[src/rtl/pkt_xbar.sv]
module pkt_xbar #(
  parameter int NP = 4,
  parameter int ND = 4,
  parameter int AW = 32,
  parameter int DW = 32,
  parameter int DEF_PORT = 3,
  localparam int PW = (NP > 1) ? $clog2(NP) : 1
) (
  input  logic             clk,
  input  logic             rst_n,
  input  logic [ND-1:0]    desc_en,
  input  logic [ND*AW-1:0] desc_base,
  input  logic [ND*AW-1:0] desc_limit,
  input  logic [ND*3-1:0]  desc_tmask,
  input  logic [ND*PW-1:0] desc_dst,
  input  logic [NP-1:0]    ro_valid,
  input  logic [NP*2-1:0]  ro_type,
  input  logic [NP*AW-1:0] ro_addr,
  input  logic [NP*DW-1:0] ro_data,
  output logic [NP-1:0]    ro_ready,
  input  logic [NP-1:0]    ri_avail,
  output logic [NP-1:0]    ri_valid,
  output logic [NP*2-1:0]  ri_type,
  output logic [NP*AW-1:0] ri_addr,
  output logic [NP*DW-1:0] ri_data,
  output logic [NP*PW-1:0] ri_src
);

  logic [NP*PW-1:0] dst;
  logic [NP*PW-1:0] last_dst;
  logic [NP-1:0]    gnt;

  for (genvar i = 0; i < NP; i++) begin : g_req
    logic [1:0]    ty;
    logic [AW-1:0] ad;
    logic [PW-1:0] d, lq;
    assign ty = ro_type[i*2 +: 2];
    assign ad = ro_addr[i*AW +: AW];

    always_comb begin
      d = PW'(DEF_PORT);
      for (int k = ND - 1; k >= 0; k--)
        if (desc_en[k] && ty != 2'b11 && desc_tmask[k*3 + int'(ty)] &&
            ad >= desc_base[k*AW +: AW] && ad <= desc_limit[k*AW +: AW])
          d = desc_dst[k*PW +: PW];
      if (ty == 2'b01) d = lq;
    end

    always_ff @(posedge clk or negedge rst_n)
      if (!rst_n) lq <= PW'(DEF_PORT);
      else if (gnt[i] && ty == 2'b00) lq <= d;

    assign dst[i*PW +: PW]      = d;
    assign last_dst[i*PW +: PW] = lq;
  end

  always_comb begin
    logic [NP-1:0] taken;
    gnt   = '0;
    taken = '0;
    for (int i = 0; i < NP; i++)
      if (ro_valid[i]) begin
        if (ri_avail[dst[i*PW +: PW]] && !taken[dst[i*PW +: PW]]) gnt[i] = 1'b1;
        taken[dst[i*PW +: PW]] = 1'b1;
      end
  end

  assign ro_ready = gnt;

  for (genvar j = 0; j < NP; j++) begin : g_dst
    logic          hit, v_q;
    logic [PW-1:0] src, s_q;
    logic [1:0]    t_q;
    logic [AW-1:0] a_q;
    logic [DW-1:0] d_q;

    always_comb begin
      hit = 1'b0;
      src = '0;
      for (int i = 0; i < NP; i++)
        if (gnt[i] && dst[i*PW +: PW] == PW'(j)) begin
          hit = 1'b1;
          src = PW'(i);
        end
    end

    always_ff @(posedge clk or negedge rst_n)
      if (!rst_n) begin
        v_q <= 1'b0;
        s_q <= '0;
        t_q <= '0;
        a_q <= '0;
        d_q <= '0;
      end else begin
        v_q <= hit;
        if (hit) begin
          s_q <= src;
          t_q <= ro_type[src*2 +: 2];
          a_q <= ro_addr[src*AW +: AW];
          d_q <= ro_data[src*DW +: DW];
        end
      end

    assign ri_valid[j]         = v_q;
    assign ri_src[j*PW +: PW]  = s_q;
    assign ri_type[j*2 +: 2]   = t_q;
    assign ri_addr[j*AW +: AW] = a_q;
    assign ri_data[j*DW +: DW] = d_q;
  end

endmodule

[config.mk]
export PLATFORM = sky130hd
export DESIGN_NAME = pkt_xbar
export DESIGN_NICKNAME = d
export VERILOG_FILES = /design/src/rtl/pkt_xbar.sv
export SDC_FILE = /design/constraint.sdc
export NUM_CORES = 2
export LEC_CHECK = 0
export CORE_AREA = 2 2 323 325
export DETAILED_ROUTE_END_ITERATION = 12
export DIE_AREA = 0 0 325 327
export PLACE_DENSITY_LB_ADDON = 0.1
export SLEW_MARGIN = 5
export SYNTH_ARGS = -nofsm -noshare
export SYNTH_HDL_FRONTEND = slang
export SYNTH_SLANG_ARGS = --single-unit
[constraint.sdc]
create_clock -name clk -period 6.6 [get_ports clk]
set_input_delay 0.99 -clock clk [delete_from_list [all_inputs] [get_ports clk]]
set_output_delay 0.99 -clock clk [all_outputs]
set_load 0.01 [all_outputs]
======== After elaboration in Yosys (flattened, before gate mapping) ========
Index checks and enable logic that the tools add are counted.
storage, ports and cells
  bits in registers ....................... 284
  output and inout bits ................... 280
  logic and storage cells ................. 353
operators by class
  add/subtract/negate cells ............... 12
  order comparisons ....................... 55
  equal/unequal tests ..................... 20
  shifts and indexed selects .............. 12
  mux-type cells .......................... 125
  bitwise logic cells ..................... 2
  reduce and logical (&&, ||, !) cells .... 103
operator list
  operator             number
  $shiftx 128x8->32    8
  $ge 32x32->1         16
  $le 32x32->1         16
  $logic_and 1x1->1    91
  $mux 1               67
  $mux 2               28
  $bmux 1 s4           12
  $shiftx 8x4->2       4
  $bmux 1 s2           12
  $add 4x2->5 const A  4
  $lt 2x5->1 const B   4
  $lt 3x5->1 const B   4
  $lt 4x5->1 const B   4
  $lt 5x5->1 const B   4
  $add 3x2->4 const A  4
  $eq 2x1->1 const B   8
  $eq 2x2->1 const B   8
  $logic_not 2->1      8
  $add 2x2->3 const A  4
  $lt 2x3->1 const B   4
  $mux 4               3
  $ne 2x2->1 const B   4
  $or 4x4->4           2
  $demux 1 s2          3
  2 further kinds      7

======== Depth between registers and ports, before layout ========
  depth after elaboration ................. 30
  depth in mapped cells ................... 20
  mapped depth without buffers ............ 17

======== Least setup slack after synthesis ========
OpenSTA, ideal clock, no wires.
  path kind ............................... input to output
  start ................................... in desc_limit[91]
  end ..................................... out ro_ready[3]
  arrival time ............................ 4.852 ns
  required time ........................... 5.610 ns
  setup slack ............................. 0.758 ns
  stages .................................. 15
  buffers on the path ..................... 2
  cells stage by stage .................... inv_1 ha_1 nand4_1 or4_1 or4_1 or4_1 o21a_1 or2_0 a311o_1 a311oi_2 nand2_1 a311o_1 buf_2 buf_2 nand4_1
between the ends
  cells in the longest elaborated chain, start to end .. 21
  elaborated cells on any way between the ends .. 52
ends and longest elaborated chain
  what                                                            RTL line  source
  start, declared                                                 13        input logic [ND*AW-1:0] desc_limit,
  $le 32x32->1                                                    44        ad >= desc_base[k*AW +: AW] && ad <= desc_limit[k*AW +: AW])
  $logic_and 1x1->1                                               44
  $mux 2 (3 in a row)                                             43        if (desc_en[k] && ty != 2'b11 && desc_tmask[k*3 + int'(ty)] &&
  $mux 2                                                          46        if (ty == 2'b01) d = lq;
  $lt 2x3->1 (implied by the code) or $ge 2x1->1 (tied branches)  64        taken[dst[i*PW +: PW]] = 1'b1;
  $logic_and 1x1->1 (implied by the code)                         64
  $mux 1 (implied by the code)                                    64
  $demux 1 s2                                                     64
  [3 not listed]                                                  n/a
  $or 4x4->4 (no source line)                                     n/a
  $mux 4                                                          62        if (ro_valid[i]) begin
  $bmux 1 s2                                                      63        if (ri_avail[dst[i*PW +: PW]] && !taken[dst[i*PW +: PW]]) gnt[i] = 1'b1;
  $mux 1 (implied by the code)                                    63
  $logic_not 1->1                                                 63
  $logic_and 1x1->1 *                                             63
  $mux 1 *                                                        63
  $mux 1 *                                                        62
  end, declared                                                   20        output logic [NP-1:0] ro_ready,
Mark *: on every way between the ends. The rest lies on a longest branch, timed or not. The select of a mux whose other input is x is not followed.

======== Worst setup path after layout ========
  start ................................... in ro_addr[96]
  end ..................................... out ro_ready[3]
between the ends
  cells in the longest elaborated chain, start to end .. 14
  elaborated cells on any way between the ends .. 29
ends and longest elaborated chain
  what                          RTL line  source
  start, declared               18        input logic [NP*AW-1:0] ro_addr,
  $ge 32x32->1                  44
  $logic_and 1x1->1             43
  $logic_and 1x1->1             44
  $mux 2 (3 in a row)           43
  $mux 2 *                      43
  $mux 2 *                      46
  $bmux 1 s2                    63
  $mux 1 (implied by the code)  63
  $logic_not 1->1               63
  $logic_and 1x1->1 *           63
  $mux 1 *                      63
  $mux 1 *                      62
Marks and branches as above.

==> summary.md <==
| Metric | Value |
|---|---|
| CTS Sinks | `284` |
| Post-synth net total | `6434` |
| TritonCTS clock tree | `done` |
| Initial antenna violation count | `23` |
| Synthesis-to-finish area growth | `42.2%` |
| CP endpoint kind | `output pin` |
| Worst hold start | `g_dst[2].s_q[0]` |
| H-tree depth | `1` |
| Hold path cells | `2` |
| Cell family with most CP delay | `compound AO/OA/AOI/OAI gates` |
| Static Leakage | `27.2 nW` |
| Worst-path clk slew | `0.06 ns` |
| Via Count | `49390` |
| Worst VDD drop | `0.258 mV` |
| Via density | `6.47` |
| Worst slew margin | `36.6%` |
| Max FO, Critical Path | `8` |
| Status | `finished, final reports clean` |
| Die Wd | `325 um` |
| Share of layout cells above drive strength 1 | `16.0%` |
| Post-route design area | `0.0582 mm^2` |
| Setup WS post-layout | `0.0187 ns` |
| Post-route non-filler standard cell count | `7635` |
| Mean Syn Cell Area | `8.45 um^2` |
| Fin crit share | `99.7%` |
| Cell Area, Synth | `0.0409 mm^2` |
| Pin count of the biggest net entering global routing | `109` |
| # port buffers | `833` |
| MaxCap Viol Count | `0` |
| Worst Max-Slew Pin Slew | `0.949 ns` |
| Clock Tree Buf Depth | `3` |
| Hold Buf Count CTS | `0` |
| Slowest CP cell | `clkdlybuf4s50_1` |
| Hold Path Sink | `g_dst[2].s_q[0]` |
| Crit path arrival time | `5.59 ns` |
| CTS buffer count | `30` |
| Std-Cell Rows | `118` |
| DRC | `0` |
| Ys flop type | `dfrtp_1` |
| Worst setup SP type | `primary input` |
| Clock Skews | `0.0402 ns` |
| Clk root buf | `clkbuf_16` |
| Most used cell, CP | `buf_4` |
| Buf/Inv on CP | `5` |
| Die area | `0.106 mm^2` |
| Min-Delay Path Class | `reg2reg` |
| Count of state elements after synthesis | `284` |
| DP Worst Slack | `-1.34 ns` |
| Total GRT Usage | `42.4%` |
| Final net count | `7811` |
| Final core occ | `56.5%` |
| Initial core utilization | `39.8%` |
| DR iter-0 viols | `5787` |
| Synth warn | `0` |
| First-pass GRT wire length | `333000 um` |
| Register area share after synthesis | `17.4%` |
| Ys async rst share | `100%` |
| CP required | `5.61 ns` |
| Worst-skew pair later-pin latency | `0.61 ns` |
| Kind of critical path | `in2out` |
| Post-synth EDFFs | `0` |
| Drt total wl | `236000 um` |
| # setup viols final | `0` |
| Final Hold Fails | `0` |
| Dpl cells | `7549` |
| CP max stage delay | `0.50 ns` |
| DP Area | `0.0564 mm^2` |
| Setup tns final | `0 ns` |
| Internal reg-to-reg setup slack | `2.96 ns` |
| Drt pass-1 iters | `7` |
| R2r worst-path depth | `15` |
| Critical path depth | `17` |
| Worst r2r src | `g_req[1].lq[1]` |
| Critical path cell sequence | `clkdlybuf4s50_1, inv_1, buf_4, ha_1, nor2b_1, o21ai_0, a21oi_1, o21ai_1, a41oi_1, buf_4, or2_1, a311o_1, a311oi_2, nand2_1, a311o_2, nand4_1, buf_12` |
| PD cells | `207 mW/mm^2` |
| GPL Wtd Cong | `1.08` |
| Period minus WS final | `6.58 ns` |
| Wirelength per Cell | `30.9 um` |
| Cell count after synthesis | `4844` |
| F_max | `152 MHz` |
| Routed Antenna Nets | `0` |
| Final Slew Violations | `0` |
| Yosys cell types | `87` |
| DP Wirelength | `189000 um` |
| Via count of the first global-routing pass | `46353` |
| GRT Residual Overflow | `0` |
| RR Endpoint | `g_dst[3].a_q[28]` |
| Die Height | `327 um` |
| Core box area | `0.103 mm^2` |
| IO Count | `834` |
## worst max path at each step
stage | slack (ns) | endpoint | start
after floorplan | 0.76 | ro_ready[3] | desc_limit[91]
after CTS | 0.001 | ro_ready[3] | ro_addr[64]
after detailed placement | -1.34 | ro_ready[2] | ro_addr[91]
final | 0.02 | ro_ready[3] | ro_addr[96]
after global routing | -0.09 | ro_ready[3] | ro_addr[69]
after global placement | -1.39 | ro_ready[2] | ro_addr[91]
## cell usage in the layout (no fill, tap or decap), types with 86 or more instances in the layout
| cell type | netlist | final |
|---|---|---|
| inv_1 | 330 | 323 |
| clkdlybuf4s50_1 | 0 | 803 |
| a21o_1 | 128 | 127 |
| o21ai_0 | 233 | 231 |
| nand3_1 | 88 | 86 |
| o221ai_1 | 121 | 118 |
| a31oi_1 | 87 | 86 |
| nand2_1 | 345 | 340 |
| o22ai_1 | 168 | 168 |
| a221oi_1 | 86 | 86 |
| a21oi_1 | 359 | 354 |
| nand4_1 | 182 | 182 |
| nor2_1 | 287 | 286 |
| buf_4 | 4 | 646 |
| dfrtp_1 | 276 | 276 |
| ha_1 | 1036 | 1031 |
## kinds of logic (layout without fill, tap and decap cells)
kind of cell / count (synthesis) / in the layout / synth area share (%)
multiplexers: 109 / 109 / 3.27
AO/OA/AOI/OAI: 1589 / 1589 / 26.8
XOR/XNOR: 2 / 2 / 0.0428
adder cells (fa/ha/maj): 1036 / 1036 / 31.7
other: 0 / 10 / 0
buffers and inverters: 538 / 1939 / 5.22
AND/OR/NAND/NOR: 1286 / 1286 / 15.6
flip-flops: 284 / 284 / 17.4
## state kept, by name, summed over array words and instances (netlist names)
name / count
g_dst.d_q: 128
g_dst.t_q: 8
g_dst.a_q: 128
g_dst.v_q: 4
g_dst.s_q: 8
g_req.lq: 8
## routing by layer
metal  GRT usage (%)  wire [um]  up-vias
li1                -          -    21712
met1            57.3      98200    23788
met2            65.7     101000     3236
met3            8.93      24500      632
met4            16.9      12200       22
met5               0        136        -
## repair_timing
item	CTS	global route
buffers inserted	11	9
pin swaps	18	27
setup endpoints to repair	191	3
resized for setup	58	79
## final cells by class
class	instances	area (um^2)
fill	9478	44800
multi-input combinational	4022	32300
timing repair buffer	1551	14600
sequential	284	7120
tap	1380	1730
inverter	332	1250
clock buffer	43	880
clock inverter	13	160
antenna	10	25.0
## cell usage after synthesis (8+ instances only)
library cell / n / share of area, %
o211ai_1: 49 / 0.90
dfstp_2: 8 / 0.51
a221o_1: 34 / 0.83
nand2b_1: 59 / 0.90
clkbuf_1: 161 / 1.5
a31oi_1: 87 / 1.3
o21ai_0: 233 / 2.9
o2111ai_1: 16 / 0.34
nor2_1: 287 / 2.6
a211o_1: 39 / 0.83
a221oi_2: 8 / 0.29
nand3_1: 88 / 1.1
nor2b_1: 50 / 0.76
nor3_1: 80 / 0.98
nor4_1: 35 / 0.54
mux2i_1: 73 / 1.8
buf_1: 10 / 0.092
mux2_2: 18 / 0.50
a41oi_1: 10 / 0.21
a211oi_1: 46 / 0.84
and3_1: 12 / 0.18
nor3b_1: 9 / 0.17
a311oi_1: 8 / 0.17
buf_2: 24 / 0.29
o31ai_1: 14 / 0.26
or4_1: 15 / 0.28
a221oi_1: 86 / 1.8
or3_1: 69 / 1.1
nand2_1: 345 / 3.2
o22ai_1: 168 / 2.6
a21o_1: 128 / 2.3
and2_1: 15 / 0.23
dfrtp_1: 276 / 17
o221a_2: 53 / 1.5
a2111oi_0: 24 / 0.51
nand4_1: 182 / 2.8
ha_1: 1036 / 32
and4_1: 15 / 0.32
inv_1: 330 / 3.0
o221ai_1: 121 / 2.6
o21a_1: 26 / 0.48
a21oi_1: 359 / 4.4
mux4_2: 18 / 0.99
## stage by stage
stage / power [mW] / hold slack, ns
2_1_floorplan: 5.82 / 0.445
3_3_place_gp: 9.87 / 0.460
3_5_place_dp: 9.91 / 0.462
4_1_cts: 11.8 / 0.476
5_1_grt: 12.6 / 0.488
6_report: 12.0 / 0.467
## where the power goes
part           switching, mW  internal, mW  total [mW]
clock network          0.811          1.04        1.86
registers              0.687          2.55        3.24
logic                   3.49          3.45        6.93
## tightest hold or removal path, cell delays in order, from the launching register on
cell	delay (ns)
dfrtp_1	0.34
nand2_1	0.05
nand2_1	0.05
Note: power is estimated with default switching activity, not from simulation.
